`src/rtl/alc_pkg.sv`:
```
package alc_pkg;
  // default geometry of the corrector
  localparam int unsigned ALC_CODE_W      = 12;
  localparam int unsigned ALC_KNOT_W      = 12;
  localparam int unsigned ALC_KNOT_FRAC   = 4;
  localparam int unsigned ALC_NUM_SEG     = 4;
  localparam int unsigned ALC_SEG_SPAN    = 1000;
  localparam int unsigned ALC_WGT_FRAC    = 10;
  localparam int unsigned ALC_RECIP_SHIFT = 24;
endpackage

```
`src/rtl/alc_knot_file.sv`:
```
module alc_knot_file #(
  parameter int unsigned NUM_KNOTS = 5,
  parameter int unsigned KNOT_W    = 12,
  parameter int unsigned SEL_W     = 3
) (
  input  logic                             clk,
  input  logic                             rst_n,
  input  logic                             wr_en,
  input  logic [SEL_W-1:0]                 wr_sel,
  input  logic [KNOT_W-1:0]                wr_data,
  output logic [NUM_KNOTS-1:0][KNOT_W-1:0] knots
);

  for (genvar gi = 0; gi < NUM_KNOTS; gi++) begin : g_knot
    logic              hit;
    logic [KNOT_W-1:0] q;

    always_comb begin
      hit = wr_en && (wr_sel == SEL_W'(gi));
    end

    always_ff @(posedge clk or negedge rst_n) begin
      if (!rst_n) begin
        q <= '0;
      end else if (hit) begin
        q <= wr_data;
      end
    end

    assign knots[gi] = q;
  end

endmodule

```
`src/rtl/alc_stage_locate.sv`:
```
module alc_stage_locate #(
  parameter int unsigned CODE_W   = 12,
  parameter int unsigned KNOT_W   = 12,
  parameter int unsigned NUM_SEG  = 4,
  parameter int unsigned SEG_SPAN = 1000,
  parameter int unsigned SEG_W    = 2,
  parameter int unsigned POS_W    = 11
) (
  input  logic                             clk,
  input  logic                             rst_n,
  input  logic                             in_valid,
  input  logic [CODE_W-1:0]                in_code,
  input  logic [NUM_SEG:0][KNOT_W-1:0]     knots,
  output logic                             s1_valid,
  output logic [CODE_W-1:0]                s1_code,
  output logic [POS_W-1:0]                 s1_pos,
  output logic [KNOT_W-1:0]                s1_ylo,
  output logic [KNOT_W-1:0]                s1_yhi
);

  logic [NUM_SEG-2:0] above;
  logic [SEG_W-1:0]   seg;
  logic [CODE_W-1:0]  base;
  logic [POS_W-1:0]   pos_n;
  logic [KNOT_W-1:0]  ylo_n;
  logic [KNOT_W-1:0]  yhi_n;

  // one range compare per interior breakpoint
  for (genvar gb = 1; gb < NUM_SEG; gb++) begin : g_edge
    always_comb begin
      above[gb-1] = (in_code >= CODE_W'(gb * SEG_SPAN));
    end
  end

  // breakpoints rise monotonically, so the highest one passed names the segment
  always_comb begin
    seg  = '0;
    base = '0;
    for (int i = 1; i < NUM_SEG; i++) begin
      if (above[i-1]) begin
        seg  = SEG_W'(i);
        base = CODE_W'(i * SEG_SPAN);
      end
    end
    pos_n = POS_W'(in_code - base);
  end

  // pick the two bounding knots, snapshotted as the sample enters
  always_comb begin
    ylo_n = '0;
    yhi_n = '0;
    for (int k = 0; k < NUM_SEG; k++) begin
      if (seg == SEG_W'(k)) begin
        ylo_n = knots[k];
        yhi_n = knots[k+1];
      end
    end
  end

  always_ff @(posedge clk or negedge rst_n) begin
    if (!rst_n) begin
      s1_valid <= 1'b0;
    end else begin
      s1_valid <= in_valid;
    end
  end

  always_ff @(posedge clk) begin
    if (in_valid) begin
      s1_code <= in_code;
      s1_pos  <= pos_n;
      s1_ylo  <= ylo_n;
      s1_yhi  <= yhi_n;
    end
  end

endmodule

```
`src/rtl/alc_stage_weight.sv`:
```
module alc_stage_weight #(
  parameter int unsigned CODE_W      = 12,
  parameter int unsigned KNOT_W      = 12,
  parameter int unsigned SEG_SPAN    = 1000,
  parameter int unsigned POS_W       = 11,
  parameter int unsigned WGT_W       = 11,
  parameter int unsigned WGT_FRAC    = 10,
  parameter int unsigned RECIP_SHIFT = 24
) (
  input  logic                clk,
  input  logic                rst_n,
  input  logic                s1_valid,
  input  logic [CODE_W-1:0]   s1_code,
  input  logic [POS_W-1:0]    s1_pos,
  input  logic [KNOT_W-1:0]   s1_ylo,
  input  logic [KNOT_W-1:0]   s1_yhi,
  output logic                s2_valid,
  output logic [CODE_W-1:0]   s2_code,
  output logic [WGT_W-1:0]    s2_w,
  output logic [KNOT_W-1:0]   s2_ylo,
  output logic [KNOT_W:0]     s2_diff
);

  // reciprocal of the segment span, rounded up, scaled by the weight precision
  localparam longint unsigned RECIP_L =
    ((64'd1 << (RECIP_SHIFT + WGT_FRAC)) + 64'(SEG_SPAN) - 64'd1) / 64'(SEG_SPAN);
  localparam int unsigned RCP_W  = $clog2(RECIP_L + 1);
  localparam int unsigned PROD_W = POS_W + RCP_W;

  logic [PROD_W-1:0]        prod;
  logic [WGT_W-1:0]         w_n;
  logic signed [KNOT_W:0]   diff_n;

  always_comb begin
    prod   = PROD_W'(s1_pos) * PROD_W'(RECIP_L);
    w_n    = WGT_W'(prod >> RECIP_SHIFT);
    diff_n = $signed({s1_yhi[KNOT_W-1], s1_yhi}) - $signed({s1_ylo[KNOT_W-1], s1_ylo});
  end

  always_ff @(posedge clk or negedge rst_n) begin
    if (!rst_n) begin
      s2_valid <= 1'b0;
    end else begin
      s2_valid <= s1_valid;
    end
  end

  always_ff @(posedge clk) begin
    if (s1_valid) begin
      s2_code <= s1_code;
      s2_w    <= w_n;
      s2_ylo  <= s1_ylo;
      s2_diff <= diff_n;
    end
  end

endmodule

```
`src/rtl/alc_stage_blend.sv`:
```
module alc_stage_blend #(
  parameter int unsigned CODE_W    = 12,
  parameter int unsigned KNOT_W    = 12,
  parameter int unsigned KNOT_FRAC = 4,
  parameter int unsigned WGT_W     = 11,
  parameter int unsigned WGT_FRAC  = 10,
  parameter int unsigned ACC_W     = 26
) (
  input  logic                clk,
  input  logic                rst_n,
  input  logic                s2_valid,
  input  logic [CODE_W-1:0]   s2_code,
  input  logic [WGT_W-1:0]    s2_w,
  input  logic [KNOT_W-1:0]   s2_ylo,
  input  logic [KNOT_W:0]     s2_diff,
  output logic                out_valid,
  output logic [CODE_W-1:0]   out_code
);

  localparam int unsigned SH = KNOT_FRAC + WGT_FRAC;
  localparam logic signed [ACC_W-1:0] HALF  = ACC_W'(64'd1 << (SH - 1));
  localparam logic signed [ACC_W-1:0] CEIL  = ACC_W'((64'd1 << CODE_W) - 64'd1);

  logic signed [ACC_W-1:0] base_v;
  logic signed [ACC_W-1:0] d_x;
  logic signed [ACC_W-1:0] w_x;
  logic signed [ACC_W-1:0] acc;
  logic signed [ACC_W-1:0] off;
  logic signed [ACC_W-1:0] sum;
  logic [CODE_W-1:0]       code_n;

  always_comb begin
    base_v = $signed({{(ACC_W-KNOT_W){s2_ylo[KNOT_W-1]}}, s2_ylo}) <<< WGT_FRAC;
    d_x    = $signed({{(ACC_W-KNOT_W-1){s2_diff[KNOT_W]}}, s2_diff});
    w_x    = $signed({{(ACC_W-WGT_W){1'b0}}, s2_w});
    acc    = base_v + d_x * w_x;
    off    = (acc + HALF) >>> SH;
    sum    = off + $signed({{(ACC_W-CODE_W){1'b0}}, s2_code});
    if (sum < 0) begin
      code_n = '0;
    end else if (sum > CEIL) begin
      code_n = '1;
    end else begin
      code_n = CODE_W'(sum);
    end
  end

  always_ff @(posedge clk or negedge rst_n) begin
    if (!rst_n) begin
      out_valid <= 1'b0;
    end else begin
      out_valid <= s2_valid;
    end
  end

  always_ff @(posedge clk) begin
    if (s2_valid) begin
      out_code <= code_n;
    end
  end

endmodule

```
`src/rtl/adc_lin_corrector.sv`:
```
module adc_lin_corrector
  import alc_pkg::*;
#(
  parameter int unsigned CODE_W      = ALC_CODE_W,
  parameter int unsigned KNOT_W      = ALC_KNOT_W,
  parameter int unsigned KNOT_FRAC   = ALC_KNOT_FRAC,
  parameter int unsigned NUM_SEG     = ALC_NUM_SEG,
  parameter int unsigned SEG_SPAN    = ALC_SEG_SPAN,
  parameter int unsigned WGT_FRAC    = ALC_WGT_FRAC,
  parameter int unsigned RECIP_SHIFT = ALC_RECIP_SHIFT,
  parameter int unsigned SEL_W       = $clog2(NUM_SEG + 1)
) (
  input  logic              clk,
  input  logic              rst_n,
  input  logic              in_valid,
  input  logic [CODE_W-1:0] in_code,
  input  logic              kw_en,
  input  logic [SEL_W-1:0]  kw_sel,
  input  logic [KNOT_W-1:0] kw_data,
  output logic              out_valid,
  output logic [CODE_W-1:0] out_code
);

  localparam int unsigned NUM_KNOTS = NUM_SEG + 1;
  localparam int unsigned SEG_W     = (NUM_SEG > 1) ? $clog2(NUM_SEG) : 1;
  localparam int unsigned MAX_POS   = (1 << CODE_W) - 1 - (NUM_SEG - 1) * SEG_SPAN;
  localparam int unsigned POS_W     = $clog2(MAX_POS + 1);
  localparam int unsigned WGT_W     = $clog2(((MAX_POS << WGT_FRAC) / SEG_SPAN) + 1);
  localparam int unsigned ACC_W     = KNOT_W + WGT_W + 3;

  // reset: asserted asynchronously, released on the clock
  logic [1:0] rst_pipe;
  logic       rst_q_n;

  always_ff @(posedge clk or negedge rst_n) begin
    if (!rst_n) begin
      rst_pipe <= 2'b00;
    end else begin
      rst_pipe <= {rst_pipe[0], 1'b1};
    end
  end

  assign rst_q_n = rst_pipe[1];

  logic [NUM_KNOTS-1:0][KNOT_W-1:0] knot_q;

  logic              s1_valid;
  logic [CODE_W-1:0] s1_code;
  logic [POS_W-1:0]  s1_pos;
  logic [KNOT_W-1:0] s1_ylo;
  logic [KNOT_W-1:0] s1_yhi;

  logic              s2_valid;
  logic [CODE_W-1:0] s2_code;
  logic [WGT_W-1:0]  s2_w;
  logic [KNOT_W-1:0] s2_ylo;
  logic [KNOT_W:0]   s2_diff;

  alc_knot_file #(
    .NUM_KNOTS (NUM_KNOTS),
    .KNOT_W    (KNOT_W),
    .SEL_W     (SEL_W)
  ) u_knots (
    .clk     (clk),
    .rst_n   (rst_q_n),
    .wr_en   (kw_en),
    .wr_sel  (kw_sel),
    .wr_data (kw_data),
    .knots   (knot_q)
  );

  alc_stage_locate #(
    .CODE_W   (CODE_W),
    .KNOT_W   (KNOT_W),
    .NUM_SEG  (NUM_SEG),
    .SEG_SPAN (SEG_SPAN),
    .SEG_W    (SEG_W),
    .POS_W    (POS_W)
  ) u_locate (
    .clk      (clk),
    .rst_n    (rst_q_n),
    .in_valid (in_valid),
    .in_code  (in_code),
    .knots    (knot_q),
    .s1_valid (s1_valid),
    .s1_code  (s1_code),
    .s1_pos   (s1_pos),
    .s1_ylo   (s1_ylo),
    .s1_yhi   (s1_yhi)
  );

  alc_stage_weight #(
    .CODE_W      (CODE_W),
    .KNOT_W      (KNOT_W),
    .SEG_SPAN    (SEG_SPAN),
    .POS_W       (POS_W),
    .WGT_W       (WGT_W),
    .WGT_FRAC    (WGT_FRAC),
    .RECIP_SHIFT (RECIP_SHIFT)
  ) u_weight (
    .clk      (clk),
    .rst_n    (rst_q_n),
    .s1_valid (s1_valid),
    .s1_code  (s1_code),
    .s1_pos   (s1_pos),
    .s1_ylo   (s1_ylo),
    .s1_yhi   (s1_yhi),
    .s2_valid (s2_valid),
    .s2_code  (s2_code),
    .s2_w     (s2_w),
    .s2_ylo   (s2_ylo),
    .s2_diff  (s2_diff)
  );

  alc_stage_blend #(
    .CODE_W    (CODE_W),
    .KNOT_W    (KNOT_W),
    .KNOT_FRAC (KNOT_FRAC),
    .WGT_W     (WGT_W),
    .WGT_FRAC  (WGT_FRAC),
    .ACC_W     (ACC_W)
  ) u_blend (
    .clk       (clk),
    .rst_n     (rst_q_n),
    .s2_valid  (s2_valid),
    .s2_code   (s2_code),
    .s2_w      (s2_w),
    .s2_ylo    (s2_ylo),
    .s2_diff   (s2_diff),
    .out_valid (out_valid),
    .out_code  (out_code)
  );

endmodule

```
`config.mk`:
```
export PLATFORM = sky130hd
export DESIGN_NAME = adc_lin_corrector
export DESIGN_NICKNAME = d
export VERILOG_FILES = /design/src/rtl/alc_pkg.sv /design/src/rtl/alc_knot_file.sv /design/src/rtl/alc_stage_locate.sv /design/src/rtl/alc_stage_weight.sv /design/src/rtl/alc_stage_blend.sv /design/src/rtl/adc_lin_corrector.sv
export SDC_FILE = /design/constraint.sdc
export NUM_CORES = 1
export LEC_CHECK = 0
export BUFFER_PORTS_ARGS = -buffer_cell sky130_fd_sc_hd__buf_2
export CORE_MARGIN = 2
export CORE_UTILIZATION = 59
export CTS_BUF_LIST = sky130_fd_sc_hd__clkbuf_4 sky130_fd_sc_hd__clkbuf_8
export DETAILED_ROUTE_END_ITERATION = 16
export GPL_ROUTABILITY_DRIVEN = 0
export PLACE_DENSITY = 0.76
export SYNTH_ARGS = -nofsm -noshare
export SYNTH_HDL_FRONTEND = slang
export SYNTH_SLANG_ARGS = --single-unit
```
`constraint.sdc`:
```
create_clock -name clk -period 3 [get_ports clk]
set_clock_uncertainty 0.15 [all_clocks]
set_input_delay 0.3 -clock clk [delete_from_list [all_inputs] [get_ports clk]]
set_output_delay 0.3 -clock clk [all_outputs]
set_load 0.05 [all_outputs]
```
---- Word-level counts from Yosys, hierarchy flattened ----
Index checks and enable logic that the tools add are counted.
word-level totals
  bits of input ports ..................... 31
  register bits ........................... 172
  output and inout port bits .............. 13
  logic and storage cells ................. 59
operators by class
  multiplexer cells ....................... 15
  multipliers ............................. 2
  $add $sub $neg .......................... 5
  magnitude comparators ................... 5
  reduce and logical (&&, ||, !) cells .... 7
  equal/unequal tests ..................... 7
operators with widths
  cell                    number
  $mux 12                 9
  $mul 11x24->34 const B  1
  $add 22x25->26          1
  $add 26x15->26 const B  1
  $mul 13x12->25          1
  $mux 11                 2
  $add 12x13->14          1
  $gt 14x13->1 const B    1
  $lt 14x1->1 const B     1
  $sub 12x12->13          1
  $ge 12x10->1 const B    1
  $ge 12x11->1 const B    1
  $ge 12x12->1 const B    1
  $sub 11x11->11          1
  $mux 10                 1
  $eq 3x2->1 const B      2
  $logic_and 1x1->1       5
  $eq 2x2->1 const B      2
  $mux 2                  2
  $eq 3x1->1 const B      1
  $eq 3x3->1 const B      1
  $logic_not 3->1         1
  $eq 2x1->1 const B      1
  $logic_not 2->1         1
  $mux 1                  1

---- Logic depth before layout (Yosys ltp) ----
  depth in word-level cells ............... 9
  mapped depth ............................ 30

---- Cells and area by module ----
From an unflattened synthesis, not the netlist that was laid out.
unflattened totals
  cell total of the unflattened synthesis .. 1,667
  area total of the unflattened synthesis .. 17,693.2 µm²
modules (own cells, without submodules)
  module             area each (µm²)  instances  sequential area each (µm²)  cells each
  alc_stage_blend    6,944.2          1          385.4                       727
  alc_stage_weight   5,661.7          1          1,466.4                     535
  alc_stage_locate   2,740.1          1          1,346.3                     272
  alc_knot_file      2,293.4          1          1,501.4                     130
  adc_lin_corrector  53.8             1          50.0                        3

---- Least setup slack after synthesis ----
OpenSTA, ideal clock, no wires.
  path type ............................... register to register
  from .................................... register u_weight.s2_diff[8]
  to ...................................... register u_blend.out_code[10], data pin
  arrival time ............................ 7.121 ns
  setup slack ............................. -4.529 ns
  stages on the path, launching flop included .. 29
  data required time ...................... 2.591 ns
  setup time .............................. 0.259 ns
  buffers on the path ..................... 2
  cell sequence ........................... edfxtp_1 > clkbuf_1 > and2_1 > fa_1 > inv_1 > fa_1 > fa_1 > inv_1 > fa_1 > fa_1 > ha_1 > ha_1 > a211oi_2 > nor2_1 > nor4_1 > nor4_1 > o31a_1 > or2_2 > xor2_1 > ha_1 > nand2_1 > o21ai_0 > o2111ai_1 > a311oi_1 > and2_1 > nor3_1 > mux2i_1 > buf_4 > a21oi_2
on the way
  word-level cells in the longest chain between the ends .. 6
  elaborated cells between the ends (all ways) .. 7
  those cells by class .................... add/sub (3); mul (1); order compare (2); mux (1)
ends and longest elaborated chain
  what                      RTL line                text
  start: declaration        alc_stage_weight.sv:21  output logic [KNOT_W:0] s2_diff
  start signal: assignment  alc_stage_weight.sv:53  s2_diff <= diff_n;
  $mul 13x12->25 *          alc_stage_blend.sv:36   acc = base_v + d_x * w_x;
  $add 22x25->26 *          alc_stage_blend.sv:36
  $add 26x15->26 *          alc_stage_blend.sv:37   off = (acc + HALF) >>> SH;
  $add 12x13->14 *          alc_stage_blend.sv:38   sum = off + $signed({{(ACC_W-CODE_W){1'b0}}, s2_code});
  $gt 14x13->1              alc_stage_blend.sv:41   end else if (sum > CEIL) begin
  $mux 12                   alc_stage_blend.sv:41
  end signal: assignment    alc_stage_blend.sv:58   out_code <= code_n;
  end: declaration          alc_stage_blend.sv:17   output logic [CODE_W-1:0] out_code
Mark *: on every way between the ends. The rest lies on a longest branch, timed or not.
A chain may end at the register's enable or synchronous reset.

---- Worst setup path after layout ----
  from .................................... register u_weight.s2_w[1]
  to ...................................... register u_blend.out_code[6], data pin
on the way
  word-level cells in the longest chain between the ends .. 6
  elaborated cells between the ends (all ways) .. 7
  those cells by class .................... add/sub (3); mul (1); order compare (2); mux (1)
ends and longest elaborated chain
  what                      RTL line                text
  start: declaration        alc_stage_weight.sv:19  output logic [WGT_W-1:0] s2_w,
  start signal: assignment  alc_stage_weight.sv:51  s2_w <= w_n;
  $mul 13x12->25 *          alc_stage_blend.sv:36
  $add 22x25->26 *          alc_stage_blend.sv:36
  $add 26x15->26 *          alc_stage_blend.sv:37
  $add 12x13->14 *          alc_stage_blend.sv:38
  $gt 14x13->1              alc_stage_blend.sv:41
  $mux 12                   alc_stage_blend.sv:41
Marked as above.

==> impl_metrics.csv <==
group,metric,value,unit
outcome,status,"complete, but fails checks",
outcome,violations,"negative setup slack",
hold_path,hold_class,"reg2reg",
sta,post-route-min-period,7.39,ns
floorplan,die_h,171,um
synth,synth_seq_cells,169,
clocking,cts_tree,"yes",
cells_and_area,drive_gt1_share,28.1,%
grt,antenna_found_initial,0,
critical_path,cp_slowest_cell,"fa_2",
flow_run,max_cap_viol_count,0,
critical_path,critPathMaxStageDelay,0.56,ns
synth,synth_fa_ha_area_share,41.1,%
synth,ys.flop_type,"edfxtp_1",
hold_path,hold_path_depth,0,
clocking,cts_inserted_buffers,17,
synth,netlist.top_cell.by_area,"fa_1",
floorplan,rows,61,
sta,clock.fmax,135,MHz
critical_path,crit_cells,28,
synth,syn_area_per_cell,11.1,um2
floorplan,io_pins,44,
clocking,htreeDepth,4,
synth,yosys.area_share.simple,8.34,%
sta,hold_viol,0,
grt,grt_usage,26.8,%
critical_path,crit_family,"adder cells",
routing,via_per_inst,5.40,
synth,async_reset_ff_share,38.5,%
sta,period_share,246,%
synth,syn_nets,1939,
synth,synth_compound_area_share,7.84,%
cells_and_area,syn_to_final_growth,22.5,%
critical_path,crit_type,"reg2reg",
critical_path,critPathBufInv,4,
synth,synth-seq-area-share,28.8,%
synth,yosysWarnings,0,
synth,synth_cell_types,56,
critical_path,critPathLaunchType,"flop",
floorplan,start_util,59.8,%
floorplan,die_x,171,um
routing,drt_iter0_drc,617,
routing,antenna_left,0,
routing,firstDrtPassIters,5,
critical_path,crit_fanout,5,
synth,synth_top_family_by_area,"adder cells",
grt,first_global_vias,12802,
synth,syn_inst,1489,
sta,fin_setup_tns,-76.49,ns
critical_path,crit_path_end_kind,"flop",
grt,grt_max_degree,64,
place,io_buffers,43,
grt,grt_pass1_wl,61.1,mm
place,pre_cts_slack,-4.51,ns
sta,slew_viol_final,0,
cells_and_area,diodes,0,
clocking,cts_sinks,169,
critical_path,ff2ff_path_depth,28,
clocking,clock_latency,0.48,ns
sta,slew_headroom,26.5,%
grt,grt_overflow_total,0,
sta,tightest_slew,1.10,ns
synth,synth_top_area_share,25.0,%
routing,vias,11686,
synth,synth_xor_area_share,2.59,%
clocking,cts.root.buffer_cell,"clkbuf_8",
sta,fin_ws,-4.39,ns
place,place.detailed.hpwl,28.8,mm
routing,drt-total-wl,37.1,mm
clocking,cts_buffer_depth,2,
critical_path,required,3.09,ns
clocking,cts.clk_slew.worst_paths,0.11,ns
routing,drc,0,
routing,wire_per_inst,17.2,um
cells_and_area,final_util,73.2,%
synth,muxShareOfSynthArea,4.15,%
sta,setup_viol,23,
cells_and_area,finalInstanceArea,20200,um2
synth,synth-edff-count,104,
synth,netlist_area,16500,um2
floorplan,die-area,29300,um2
floorplan,core,27600,um2
sta,rsz0062_at_grt,"yes",
critical_path,worst_path_most_repeated_cell,"fa_1",
cells_and_area,nets,2222,
synth,yosys-top-cells-area,"fa_1 (25%), edfxtp_1 (19%), ha_1 (16%), dfrtp_1 (9.9%), inv_1 (6.1%)",
place,placed_area,18800,um2
critical_path,arrival,7.48,ns
synth_stat cells, drive strengths merged, types with 30 or more instances:
| cell | instances |
|---|---|
| a21oi | 49 |
| a22oi | 46 |
| and2 | 64 |
| clkbuf | 38 |
| dfrtp | 65 |
| edfxtp | 104 |
| fa | 206 |
| ha | 213 |
| inv | 271 |
| mux2 | 60 |
| nand2 | 110 |
| nor2 | 44 |
| o21ai | 44 |
| xnor2 | 30 |
sequential cells by signal (all words and copies together) (netlist names):
name and count:
u_blend.out_code 12, u_locate.s1_valid 1, u_blend.out_valid 1, u_locate.s1_code 9, u_weight.s2_w 11, u_weight.s2_valid 1, u_locate.s1_yhi 12, rst_pipe 2
u_weight.s2_code 12, u_knots.g_knot.q 60, u_locate.s1_pos 11, u_weight.s2_ylo 12, u_locate.s1_ylo 12, u_weight.s2_diff 13
what timing repair did:
item	CTS	global route
gates resized for setup	65	50
setup buffers	23	12
pin swaps	47	36
endpoints found under the hold margin	73	0
hold buffers	26	0
cloned	1	0
endpoints found under the setup margin	25	28
per-stage QoR:
step / instances / hold WS, ns
floorplan: 1489 / -0.146
global placement: 2073 / -0.0611
detailed placement: 2073 / -0.0590
CTS: 2153 / 0.226
global route: 2163 / 0.245
finish: 2163 / 0.231
cell usage in the layout (no fill, tap or decap), drive strengths merged, types with 7 or more instances in the layout:
cell         Yosys  layout
a21o            17      17
a21oi           49      49
a22oi           46      46
and2            64      64
buf              4     277
clkbuf          38      20
dfrtp           65      65
dlygate4sd3      0      26
edfxtp         104     104
fa             206     206
ha             213     213
inv            271     281
mux2            60      60
nand2          110     110
nand3           14      14
nor2            44      44
nor2b            9       9
nor3            13      13
o21a             7       7
o21ai           44      44
xnor2           30      30
xor2            18      18
worst paths after layout:
| path | startpoint | to | slack [ns] |
|---|---|---|---|
| max | u_weight.s2_w[1]$_DFFE_PP_ | u_blend.out_code[6]$_SDFFCE_PP0P_ | -4.39 |
| min | rst_pipe[0]$_DFF_PN0_ | rst_pipe[1]$_DFF_PN0_ | 0.23 |
| max reg2reg | u_weight.s2_w[1]$_DFFE_PP_ | u_blend.out_code[6]$_SDFFCE_PP0P_ | -4.39 |
| min reg2reg | rst_pipe[0]$_DFF_PN0_ | rst_pipe[1]$_DFF_PN0_ | 0.23 |
| max in group asynchronous | rst_pipe[1]$_DFF_PN0_ | u_locate.s1_valid$_DFF_PN0_ | 1.77 |
| min in group asynchronous | rst_pipe[1]$_DFF_PN0_ | u_weight.s2_valid$_DFF_PN0_ | 0.32 |
worst reg2reg max path, delay by kind of cell, from the launching register on:
kind                       cells  cell delay, ns
AOI/OAI and AO/OA              6            0.87
xor gates and xnor gates       1            0.14
adders and majority gates      8            3.28
buffers and inverters          4            0.46
DFF                            1            0.48
muxes                          1            0.23
and+or+nand+nor                8            1.54
cells by family (layout without fill, tap and decap cells):
kind of cell / after synthesis / after routing
XOR/XNOR: 48 / 48
other: 1 / 1
adder cells (fa/ha/maj): 419 / 419
flip-flops: 169 / 169
AND/OR/NAND/NOR: 284 / 284
buffers and inverters: 313 / 609
AO/OA/AOI/OAI: 194 / 194
multiplexers: 61 / 61
routing by layer:
layer | track usage, % | vias to the layer above | routed length (um)
met5 | 0 | - | 0
met4 | 5.34 | 0 | 468
met3 | 3.22 | 49 | 1410
met2 | 47.8 | 300 | 19200
met1 | 35.4 | 5879 | 16100
li1 | - | 5458 | -
final cells by class:
type,instances,area [um2]
multi-input combinational,1007,11200
fill,1841,7400
sequential,169,4750
timing repair buffer,306,2320
inverter,271,1020
tap,378,473
clock buffer,17,234
clock inverter,15,215
Power is not shown: default switching activity piles up to over one toggle a cycle in this logic, so the estimate is an artifact.
